==> config.mk <==
export PLATFORM = sky130hd
export DESIGN_NAME = pause_array
export DESIGN_NICKNAME = d
export VERILOG_FILES = /design/src/rtl/pause_pkg.sv /design/src/rtl/pause_prescaler.sv /design/src/rtl/pause_unit_counter.sv /design/src/rtl/pause_strand.sv /design/src/rtl/pause_array.sv
export SDC_FILE = /design/constraint.sdc
export NUM_CORES = 1
export LEC_CHECK = 0
export ABC_AREA = 1
export BUFFER_PORTS_ARGS = -buffer_cell sky130_fd_sc_hd__buf_4
export CAP_MARGIN = 20
export CORE_UTILIZATION = 50
export DETAILED_ROUTE_END_ITERATION = 10
export HOLD_SLACK_MARGIN = 0.12
export PLACE_DENSITY = 0.72
export SLEW_MARGIN = 20
export SYNTH_ARGS = -nofsm -noshare
export SYNTH_HDL_FRONTEND = slang
export SYNTH_SLANG_ARGS = --single-unit
==> constraint.sdc <==
create_clock -name clk -period 2.3 [get_ports clk]
set_input_delay 0.23 -clock clk [delete_from_list [all_inputs] [get_ports clk]]
set_output_delay 0.23 -clock clk [all_outputs]
set_load 0.05 [all_outputs]
==> src/rtl/pause_pkg.sv <==
package pause_pkg;

  // Run state of one strand's pause unit
  typedef enum logic [0:0] {
    PS_IDLE    = 1'b0,
    PS_BLOCKED = 1'b1
  } pause_state_e;

  // Width of a strand select field for a given strand count
  function automatic int sel_width(input int strands);
    return (strands > 1) ? $clog2(strands) : 1;
  endfunction

endpackage

==> src/rtl/pause_prescaler.sv <==
module pause_prescaler #(
  parameter int GRAN_LOG2 = 3
) (
  input  logic clk,
  input  logic rst,
  input  logic clear,
  input  logic run,
  output logic tick
);

  localparam logic [GRAN_LOG2-1:0] WRAP_VAL = '1;

  logic [GRAN_LOG2-1:0] phase_q;

  always_ff @(posedge clk) begin
    if (rst || clear) begin
      phase_q <= '0;
    end else if (run) begin
      phase_q <= phase_q + 1'b1;
    end
  end

  assign tick = run && (phase_q == WRAP_VAL);

  // while running and not cleared, the phase advances by one each cycle
  a_r2_phase_steps: assert property (@(posedge clk) disable iff (rst)
    (run && !clear) |=> (phase_q == $past(phase_q) + 1'b1));

  // a clear always restarts the phase from zero
  a_r2_phase_clear: assert property (@(posedge clk) disable iff (rst)
    clear |=> (phase_q == '0));

endmodule

==> src/rtl/pause_unit_counter.sv <==
module pause_unit_counter #(
  parameter int CNT_W = 13
) (
  input  logic             clk,
  input  logic             rst,
  input  logic             load,
  input  logic [CNT_W-1:0] load_val,
  input  logic             dec,
  input  logic             clr,
  output logic             last,
  output logic             zero
);

  logic [CNT_W-1:0] units_q;

  always_ff @(posedge clk) begin
    if (rst || clr) begin
      units_q <= '0;
    end else if (load) begin
      units_q <= load_val;
    end else if (dec && (units_q != '0)) begin
      units_q <= units_q - 1'b1;
    end
  end

  assign last = (units_q == CNT_W'(1));
  assign zero = (units_q == '0);

  // one step down per enabled decrement
  a_r2_dec_step: assert property (@(posedge clk) disable iff (rst)
    (dec && !load && !clr && !zero) |=> (units_q == $past(units_q) - 1'b1));

  // a load takes the new value unless cleared in the same cycle
  a_r7_load_val: assert property (@(posedge clk) disable iff (rst)
    (load && !clr) |=> (units_q == $past(load_val)));

endmodule

==> src/rtl/pause_strand.sv <==
module pause_strand
  import pause_pkg::*;
#(
  parameter int DATA_W    = 16,
  parameter int GRAN_LOG2 = 3
) (
  input  logic              clk,
  input  logic              rst,
  input  logic              wr_fire,
  input  logic [DATA_W-1:0] wr_data,
  input  logic              trap,
  output logic              blocked_o,
  output logic              wake_o
);

  localparam int CNT_W = DATA_W - GRAN_LOG2;

  pause_state_e     state_q;
  logic             wake_q;
  logic             is_blocked;
  logic             load;
  logic             finish;
  logic             tick;
  logic             last;
  logic             zero;
  logic [CNT_W-1:0] units;

  assign is_blocked = (state_q == PS_BLOCKED);
  assign units      = CNT_W'(wr_data >> GRAN_LOG2);

  // A trap beats a write; a write beats a natural end.
  assign load   = wr_fire && !trap;
  assign finish = is_blocked && (trap || (!wr_fire && (zero || (tick && last))));

  pause_prescaler #(
    .GRAN_LOG2 (GRAN_LOG2)
  ) u_presc (
    .clk   (clk),
    .rst   (rst),
    .clear (load || finish),
    .run   (is_blocked),
    .tick  (tick)
  );

  pause_unit_counter #(
    .CNT_W (CNT_W)
  ) u_units (
    .clk      (clk),
    .rst      (rst),
    .load     (load),
    .load_val (units),
    .dec      (tick && !load && !finish),
    .clr      (finish),
    .last     (last),
    .zero     (zero)
  );

  always_ff @(posedge clk) begin
    if (rst) begin
      state_q <= PS_IDLE;
      wake_q  <= 1'b0;
    end else begin
      wake_q <= finish;
      if (load) begin
        state_q <= PS_BLOCKED;
      end else if (finish) begin
        state_q <= PS_IDLE;
      end
    end
  end

  assign blocked_o = is_blocked;
  assign wake_o    = wake_q;

  // an accepted write blocks the strand in the next cycle
  a_r1_write_blocks: assert property (@(posedge clk) disable iff (rst)
    (wr_fire && !trap) |=> blocked_o);

  // a trap always leaves the strand unblocked next cycle
  a_r6_trap_wins: assert property (@(posedge clk) disable iff (rst)
    trap |=> !blocked_o);

  // a trap on a blocked strand produces a wake pulse
  a_r5_trap_wakes: assert property (@(posedge clk) disable iff (rst)
    (trap && blocked_o) |=> wake_o);

  // a zero-unit pause lasts one cycle when not reloaded
  a_r3_short_ends: assert property (@(posedge clk) disable iff (rst)
    (blocked_o && zero && !wr_fire) |=> !blocked_o);

  // wake only right after a blocked cycle, never with blocked high
  a_r4_wake_edge: assert property (@(posedge clk) disable iff (rst)
    wake_o |-> (!blocked_o && $past(blocked_o)));

  // an idle strand seeing only a trap stays quiet
  a_r10_idle_trap: assert property (@(posedge clk) disable iff (rst)
    (!blocked_o && trap) |=> (!blocked_o && !wake_o));

endmodule

==> src/rtl/pause_array.sv <==
module pause_array
  import pause_pkg::*;
#(
  parameter int NUM_STRANDS = 4,
  parameter int DATA_W      = 16,
  parameter int GRAN_LOG2   = 3,
  parameter int SEL_W       = sel_width(NUM_STRANDS)
) (
  input  logic                   clk,
  input  logic                   rst,
  input  logic                   wr_valid,
  input  logic [SEL_W-1:0]       wr_sel,
  input  logic [DATA_W-1:0]      wr_data,
  input  logic [NUM_STRANDS-1:0] trap_i,
  output logic [NUM_STRANDS-1:0] blocked_o,
  output logic [NUM_STRANDS-1:0] wake_o
);

  logic [NUM_STRANDS-1:0] fire;

  for (genvar g = 0; g < NUM_STRANDS; g++) begin : g_strand
    assign fire[g] = wr_valid && (wr_sel == SEL_W'(g));

    pause_strand #(
      .DATA_W    (DATA_W),
      .GRAN_LOG2 (GRAN_LOG2)
    ) u_strand (
      .clk       (clk),
      .rst       (rst),
      .wr_fire   (fire[g]),
      .wr_data   (wr_data),
      .trap      (trap_i[g]),
      .blocked_o (blocked_o[g]),
      .wake_o    (wake_o[g])
    );
  end

  // a write reaches at most one strand
  a_r8_one_target: assert property (@(posedge clk) disable iff (rst)
    $onehot0(fire));

  // outputs are quiet in the cycle after reset
  a_r9_reset_quiet: assert property (@(posedge clk)
    rst |=> (blocked_o == '0 && wake_o == '0));

endmodule

==> impl_metrics.toml, run 1 <==
[worst_setup_path]
crit_fanout = 13
ff2ff_path_depth = 11
cp_cell_sequence = "ha_1, ha_1, nand2_1, nor2_1, nand3_1, nand3_1, nand2_1, nand2_2, nand2_1, nand2_1, a21oi_1"
path_class = "flip-flop to flip-flop"
reg2reg_to = "g_strand[2].u_strand.u_units.units_q[9]"
crit_top_cell = "nand2_1"
crit_path_start_kind = "flip-flop"
worstReg2RegStart = "g_strand[2].u_strand.u_presc.phase_q[0]"
cp.required_ns = 2.58
arrival_ns = 2.17
end_kind = "flip-flop"
critPathSlowestCell = "nand2_1"
slowest_delay_ns = 0.35
reg2reg_slack_ns = 0.41

[cts]
postCtsHoldBufs = 0
cts-resized-gates = 0
worst_skew_pair.late_latency_ns = 0.35
cts-root-buf = "clkbuf_8"
clkTransAtPathRegs_ns = 0.08
clockBufferDepth = 2
htreeDepth = 3
cts_tree = "done"
numCtsBuffers = 9
postCtsSetupBuffers = 0
cts_sinks = 72

[power_and_ir_drop]
swShare = 0.323
switching_power_w = 0.000917
power_frac_comb = 0.238
pwr_density_cell_nw_per_um2 = 570
p_clk_frac = 0.294
total_power_w = 0.00284
power.internal_w = 0.00192
vdd_drop_max_v = 0.000313
p_seq_frac = 0.468
p_leak_nw = 2.18

[global_route]
antenna_found_initial = 0
overflow = 0
grt_pass1_vias = 3921
track_usage = 0.244
grt_max_degree = 30
grt_pass1_wl_mm = 18.7

[outcome]
status = "completed"

[synth]
yosysUniqueCellTypes = 28
synth_top_area_frac = 0.311
synth-seq-cells = 72
ys_seq_area_frac = 0.311
synth_top_cell_by_area = "dfxtp_1"
synthTopCellsByArea = "dfxtp_1 (31%), nand2_1 (14%), nor2_1 (8.3%)"
syn_inst = 708
netlist_area_um2 = 4640
syn_nets = 753
yosys_warnings = 0
syn_area_per_cell_um2 = 6.55

[floorplan]
rows = 34
die_w_um = 98.3
die-area_um2 = 9670
start_util = 0.524
core_um2 = 8850
die_h_um = 98.3
io_pins = 33

[timing]
hold_viol = 0
fin_tns_setup_ns = 0
slew_violations = 0
fmax_mhz = 528
relSlewSlack = 0.603
tightest_slew_ns = 0.594
fin_skew_ns = 0.00972
min_period_over_period = 0.823
setup_viol = 0
layout_min_cycle_time_ns = 1.89
rsz0062_at_grt = "no"

[layout]
final_common_cell = "nand2_1"
fillers = 888
nets = 763
final_cell_mix = "nand2_1 (176), nor2_1 (103), dfxtp_1 (72)"
drive_gt1_frac = 0.0903
final_cells = 828
final_util = 0.563
diodes = 0
area_delta_synth_final_pct = 7.28

[drt]
vias = 4430
drt_wl_total_mm = 11.5
drt-initial-drc-count = 141
viasPerCell = 5.35
drt_pass1_iterations = 5
drc = 0
routedWlPerCell_um = 13.9
drtAntennaViolNets = 0

[job]
maxCapViolations = 0

[placement]
post-dp-hpwl_mm = 7.95
port-buffer-count = 29
routabilityCongestion = 0.850
place_inst = 815

[hold_path]
hold_end = "g_strand[0].u_strand.blocked_o"
hp-class = "input pin to flip-flop"
min_from = "rst"
min_path_cells = 2
[power groups by stage]
stage / logic [W] / registers (W) / clock network, W
floorplan: 0.000531 / 0.00134 / 0
global placement: 0.000653 / 0.00136 / 0
detailed placement: 0.000668 / 0.00136 / 0
CTS: 0.000673 / 0.00133 / 0.000847
global route: 0.000768 / 0.00134 / 0.000897
finish: 0.000675 / 0.00133 / 0.000835
[flip-flops by register name, indices dropped and copies added, names as in the netlist]
| signal | count |
|---|---|
| g_strand.u_strand.blocked_o | 4 |
| g_strand.u_strand.u_presc.phase_q | 12 |
| g_strand.u_strand.u_units.units_q | 52 |
| g_strand.u_strand.wake_o | 4 |
[how the worst max path moves through the flow]
stage                                                 start                                       to  slack (ns)  cells after the start
floorplan           g_strand[0].u_strand.u_presc.phase_q[0]  g_strand[0].u_strand.u_units.units_q[9]        0.69                     12
global placement                                  wr_sel[0]  g_strand[1].u_strand.u_presc.phase_q[2]        0.40                      9
detailed placement                                wr_sel[0]  g_strand[1].u_strand.u_units.units_q[1]        0.33                      9
CTS                 g_strand[2].u_strand.u_presc.phase_q[0]  g_strand[2].u_strand.u_units.units_q[9]        0.40                     11
global route        g_strand[2].u_strand.u_presc.phase_q[0]  g_strand[2].u_strand.u_units.units_q[2]        0.21                     11
finish              g_strand[2].u_strand.u_presc.phase_q[0]  g_strand[2].u_strand.u_units.units_q[9]        0.41                     11
[stage by stage]
| stage | worst slack (ns) | hold slack (ns) | instance area [um2] |
|---|---|---|---|
| floorplan | 0.690 | 0.461 | 4640 |
| global placement | 0.403 | 0.474 | 4840 |
| detailed placement | 0.335 | 0.488 | 4840 |
| CTS | 0.403 | 0.132 | 4980 |
| global route | 0.214 | 0.137 | 4980 |
| finish | 0.407 | 0.134 | 4980 |
[synthesized netlist by cell type (all sizes together)]
master	n
a21oi	48
a31oi	2
buf	33
clkbuf	6
dfxtp	72
ha	20
inv	53
mux2i	8
nand2	181
nand3	67
nand4	7
nor2	105
nor3	12
o211ai	1
o21ai	51
o21bai	4
o22ai	1
xnor2	28
xor2	9
[final cells by class]
type | count | area (um2) | area share
timing repair buffer | 38 | 285 | 0.0573
clock inverter | 2 | 10.0 | 0.00201
clock buffer | 11 | 131 | 0.0264
multi-input combinational | 544 | 2780 | 0.558
sequential | 72 | 1440 | 0.290
tap | 108 | 135 | 0.0271
inverter | 53 | 199 | 0.0400
[routing by layer]
metal	share of wire	vias to the layer above	GRT usage
li1	-	2292	-
met1	0.45	1997	0.318
met2	0.46	118	0.405
met3	0.059	23	0.0444
met4	0.024	0	0.0861
met5	0	-	0
[cells by family after synthesis]
kind of cell | after synthesis | synth area share
multiplexers | 8 | 0.0173
adder cells (fa/ha/maj) | 20 | 0.0539
flip-flops | 72 | 0.311
buffers and inverters | 92 | 0.0922
AND/OR/NAND/NOR | 372 | 0.337
XOR/XNOR | 37 | 0.0698
AO/OA/AOI/OAI | 107 | 0.119
[critical path, delay by kind of cell (launching register included)]
kind / cells / cell delay (ns)
AO/OA/AOI/OAI: 1 / 0.15
adder cells (fa/ha/maj): 2 / 0.37
flip-flops: 1 / 0.33
AND/OR/NAND/NOR: 8 / 0.97
(Power assumes the default switching activity.)
==> inputs of run 2 (changes only) <==
--- a/config.mk
+++ b/config.mk
@@ -11,7 +11,7 @@
 export CORE_UTILIZATION = 50
 export DETAILED_ROUTE_END_ITERATION = 10
 export HOLD_SLACK_MARGIN = 0.12
-export PLACE_DENSITY = 0.72
+export PLACE_DENSITY = 0.75
 export SLEW_MARGIN = 20
 export SYNTH_ARGS = -nofsm -noshare
 export SYNTH_HDL_FRONTEND = slang
==> constraint.sdc (replaced) <==
create_clock -name clk -period 1.6 [get_ports clk]
set_input_delay 0.16 -clock clk [delete_from_list [all_inputs] [get_ports clk]]
set_output_delay 0.16 -clock clk [all_outputs]
set_load 0.05 [all_outputs]
==> run 2 against run 1 <==
  * The flow now finishes with violations (setup timing)
  * Cell count grew 9.7%
  * Non-clock buffer count up 76
  * Core utilization increased by 17 points
  * Clock skew is essentially flat
  * Final area is 30% higher
  * First-iteration DRC count is 100% higher
  * Clock power is 80% higher
  * Worst hold slack better by 0.054 ns
==> impl_metrics.toml, run 2 (synthesis results as in run 1) <==
[drt]
routedWlPerCell_um = 16.2
drt_pass1_iterations = 7
vias = 5123
drt-initial-drc-count = 283
viasPerCell = 5.64
drt_wl_total_mm = 14.7
drc = 0
drtAntennaViolNets = 0

[global_route]
track_usage = 0.284
grt_pass1_wl_mm = 21.5
overflow = 0
grt.busiest_layer = "met2"
grt_pass1_vias = 4670
grt_use_met1 = 0.336
grt_max_degree = 29
met3_usage = 0.0408
antenna_found_initial = 0
grtUsageMet2 = 0.501

[floorplan]
die-area_um2 = 9670
start_util = 0.524
die_h_um = 98.3
io_pins = 33
rows = 34
core_um2 = 8850
die_w_um = 98.3

[cts]
htreeDepth = 3
numCtsBuffers = 9
cts_sinks = 72
clkTransAtPathRegs_ns = 0.07
cts-root-buf = "clkbuf_8"
cts_tree = "done"
worst_skew_pair.late_latency_ns = 0.36
clockBufferDepth = 2
postCtsHoldBufs = 0

[layout]
largest_register_ffs = 52
final_util = 0.730
final_cells = 908
largest-register = "g_strand.u_strand.u_units.units_q"
reg_top3 = "g_strand.u_strand.u_units.units_q (52), g_strand.u_strand.u_presc.phase_q (12)"
final_cell_mix = "nand2_1 (144), buf_4 (91), nor2_1 (80)"
final_common_cell = "nand2_1"
area_delta_synth_final_pct = 39.2
nets = 840
diodes = 0
drive_gt1_frac = 0.368
fillers = 644

[power_and_ir_drop]
total_power_w = 0.00476
pwr_density_cell_nw_per_um2 = 738
vdd_drop_max_v = 0.000454
p_leak_nw = 2.75

[job]
maxCapViolations = 0

[timing]
slew_violations = 0
rsz0062_at_grt = "yes"
min_period_over_period = 1.03
setup_slack_ns = -0.0453
fin_skew_ns = 0.00933
tightest_slew_ns = 0.485
setup_viol = 8
hold_viol = 0
fmax_mhz = 608
layout_min_cycle_time_ns = 1.65
relSlewSlack = 0.676

[worst_setup_path]
path_class = "flip-flop to flip-flop"
end_kind = "flip-flop"
crit_fanout = 4
cp.required_ns = 1.84
arrival_ns = 1.89
worstSetupStartpoint = "g_strand[1].u_strand.u_presc.phase_q[0]"
worstReg2RegStart = "g_strand[1].u_strand.u_presc.phase_q[0]"
crit_path_start_kind = "flip-flop"

[hold_path]
min_from = "wr_data[7]"
hp-class = "input pin to flip-flop"

[placement]
pre_cts_slack_ns = -0.0746
routabilityCongestion = 0.858
port-buffer-count = 29
place_inst = 879
post-dp-hpwl_mm = 9.05

[outcome]
status = "finished with violations"
failed_checks = "setup timing"
-- run 2: worst max-delay path, cell delays in order (launching register included) --
cell and delay [ns]:
dfxtp_2 0.36, ha_4 0.15, ha_4 0.12, nand2_2 0.06
nor2_2 0.07, nand4_1 0.11, nand2_2 0.11, nand3_4 0.12
nand2_4 0.12, inv_4 0.05, buf_6 0.12, o21ai_0 0.09
nor2_1 0.07
-- run 2: what timing repair did --
item,in CTS,in global routing
endpoints found under the hold margin,0,0
buffers inserted,5,6
endpoints found under the setup margin,61,68
pin swaps,26,62
resized for setup,70,161
gates cloned,1,2
-- run 2: final timing paths --
path	endpoint	slack, ns	depth (start not counted)
setup / recovery	g_strand[1].u_strand.u_units.units_q[11]	-0.05	12
hold / removal	g_strand[0].u_strand.u_units.units_q[4]	0.19	5
setup reg to reg	g_strand[1].u_strand.u_units.units_q[11]	-0.05	12
hold reg to reg	g_strand[0].u_strand.u_units.units_q[12]	0.48	2
-- run 2: cell type report --
class	count	area, um2	share of cell area
Multi-Input combinational cell	545	3440	0.533
Sequential cell	72	1480	0.228
Timing Repair Buffer	114	1010	0.156
Inverter	53	204	0.0316
Clock buffer	13	159	0.0246
Tap cell	108	135	0.0209
Clock inverter	3	40.0	0.00620
-- run 2: per-layer routing --
layer	share of wire	wire, um	up-vias
li1	-	-	2452
met1	0.39	5740	2403
met2	0.50	7420	206
met3	0.064	948	62
met4	0.042	617	0
met5	0	0	-
-- run 2: through the flow --
stage | TNS, ns | hold slack, ns | area, um2
finish | -0.142 | 0.188 | 6460
global route | -4.52 | 0.188 | 6460
CTS | -0.0138 | 0.181 | 5810
detailed placement | -2.48 | 0.475 | 5330
global placement | -0.204 | 0.469 | 5330
floorplan | 0 | 0.395 | 4640
-- run 2: power by group --
part           internal (W)  total, W  switching [W]  leakage [nW]
sequential          0.00185   0.00191      0.0000644         0.594
combinational      0.000563   0.00135       0.000786          2.06
clock              0.000803   0.00150       0.000702         0.103
==> inputs of run 3 (changes only) <==
--- a/config.mk
+++ b/config.mk
@@ -12,6 +12,7 @@
 export DETAILED_ROUTE_END_ITERATION = 10
 export HOLD_SLACK_MARGIN = 0.12
 export PLACE_DENSITY = 0.75
+export RECOVER_POWER = 25
 export SLEW_MARGIN = 20
 export SYNTH_ARGS = -nofsm -noshare
 export SYNTH_HDL_FRONTEND = slang
==> run 3 against run 2 <==
  * The flow still finishes with violations (setup timing)
  * Global-route usage unchanged
  * Clock skew about the same
  * Critical path depth unchanged
  * Worst setup slack improved by 0.0035 ns
  * Worst hold slack improved by 0.00057 ns
  * Cell count unchanged
  * Power about the same
  * Fmax increased by 0.22%
  * Non-clock buffer count unchanged
  * Die area unchanged
  * Clock power about the same
==> impl_metrics.toml, run 3 (synthesis results as in run 1) <==
[drt]
drt_wl_total_mm = 14.7
drt_pass1_iterations = 7
drc = 0
routedWlPerCell_um = 16.2
vias = 5140
drtAntennaViolNets = 0
drt-initial-drc-count = 283
viasPerCell = 5.66

[timing]
fmax_mhz = 609
relSlewSlack = 0.598
fin_skew_ns = 0.00942
layout_min_cycle_time_ns = 1.64
setup_viol = 9
rsz0062_at_grt = "yes"
tightest_slew_ns = 0.605
hold_viol = 0
setup_slack_ns = -0.0418
slew_violations = 0
min_period_over_period = 1.03
whs_ns = 0.189

[cts]
cts_sinks = 72
numCtsBuffers = 9
worst_skew_pair.late_latency_ns = 0.36
clockBufferDepth = 2
cts_tree = "done"
cts-root-buf = "clkbuf_8"
postCtsHoldBufs = 0
clkTransAtPathRegs_ns = 0.08
htreeDepth = 3

[floorplan]
die-area_um2 = 9670
rows = 34
core_um2 = 8850
start_util = 0.524
io_pins = 33
die_h_um = 98.3
die_w_um = 98.3

[layout]
final_cell_mix = "nand2_1 (144), buf_4 (87), nor2_1 (80)"
area_delta_synth_final_pct = 38.9
final_area_um2 = 6440
drive_gt1_frac = 0.363
largest_register_ffs = 52
largest-register = "g_strand.u_strand.u_units.units_q"
nets = 840
reg_top3 = "g_strand.u_strand.u_units.units_q (52), g_strand.u_strand.u_presc.phase_q (12)"
fillers = 649
diodes = 0
final_common_cell = "nand2_1"
final_util = 0.728

[worst_setup_path]
cp.required_ns = 1.84
end_kind = "flip-flop"
crit_path_start_kind = "flip-flop"
path_class = "flip-flop to flip-flop"
crit_fanout = 4
arrival_ns = 1.88

[placement]
routabilityCongestion = 0.858
port-buffer-count = 29
pre_cts_slack_ns = -0.0746
post-dp-hpwl_mm = 9.05
place_area_um2 = 5330

[outcome]
failed_checks = "setup timing"
status = "finished with violations"

[global_route]
overflow = 0
grt_pass1_vias = 4670
track_usage = 0.284
antenna_found_initial = 0
grt_pass1_wl_mm = 21.5
grt_max_degree = 29

[power_and_ir_drop]
swShare = 0.327
p_seq_frac = 0.401
power.internal_w = 0.00321
pwr_density_cell_nw_per_um2 = 740
switching_power_w = 0.00156
vdd_drop_max_v = 0.000454
p_leak_nw = 2.74
total_power_w = 0.00477
power_frac_comb = 0.283
p_clk_frac = 0.317

[hold_path]
hp-class = "input pin to flip-flop"

[job]
maxCapViolations = 0
## run 3: worst paths after layout
path / depth (start not counted) / to / slack (ns) / start
setup reg to reg: 12 / g_strand[1].u_strand.u_units.units_q[11] / -0.04 / g_strand[1].u_strand.u_presc.phase_q[0]
hold reg to reg: 2 / g_strand[0].u_strand.u_units.units_q[12] / 0.48 / g_strand[0].u_strand.u_units.units_q[12]
hold / removal: 5 / g_strand[0].u_strand.u_units.units_q[4] / 0.19 / wr_data[7]
setup / recovery: 12 / g_strand[1].u_strand.u_units.units_q[11] / -0.04 / g_strand[1].u_strand.u_presc.phase_q[0]
## run 3: power by group through the flow
| stage | clock network [W] | registers [W] | logic [W] |
|---|---|---|---|
| final | 0.00151 | 0.00191 | 0.00135 |
| after global routing | 0.00161 | 0.00192 | 0.00148 |
| after CTS | 0.00152 | 0.00190 | 0.00114 |
| after detailed placement | 0 | 0.00194 | 0.00110 |
| after global placement | 0 | 0.00194 | 0.00107 |
| after floorplan | 0 | 0.00193 | 0.000764 |
## run 3: per-stage QoR
step                      cells  TNS [ns]
after CTS                   901   -0.0138
after global placement      879    -0.204
after floorplan             708         0
after detailed placement    879     -2.48
after global routing        908     -4.52
final                       908    -0.147
## run 3: what timing repair did
action / 4_1_cts / 5_1_grt
gates resized for setup: 70 / 161
buffers inserted: 5 / 6
hold endpoints to repair: 0 / 0
pin swaps: 26 / 62
cloned: 1 / 2
setup endpoints to repair: 61 / 68
## run 3: final cells by class
class / instances / area (um2) / area share
Multi-Input combinational cell: 545 / 3440 / 0.534
Clock buffer: 13 / 159 / 0.0247
Clock inverter: 3 / 40.0 / 0.00621
Inverter: 53 / 204 / 0.0317
Tap cell: 108 / 135 / 0.0210
Timing Repair Buffer: 114 / 991 / 0.154
Sequential cell: 72 / 1480 / 0.229
## run 3: critical path, stage by stage, from the launching register on
cell	delay, ns
dfxtp_2	0.36
ha_4	0.15
ha_4	0.12
nand2_2	0.06
nor2_2	0.07
nand4_1	0.11
nand2_2	0.11
nand3_4	0.12
nand2_4	0.11
inv_4	0.05
buf_6	0.12
o21ai_0	0.09
nor2_1	0.07
## run 3: per-layer routing
layer / vias to the layer above / GRT usage / share of wire
li1: 2450 / - / -
met1: 2391 / 0.336 / 0.38
met2: 231 / 0.501 / 0.50
met3: 68 / 0.0408 / 0.076
met4: 0 / 0.140 / 0.044
met5: - / 0 / 0
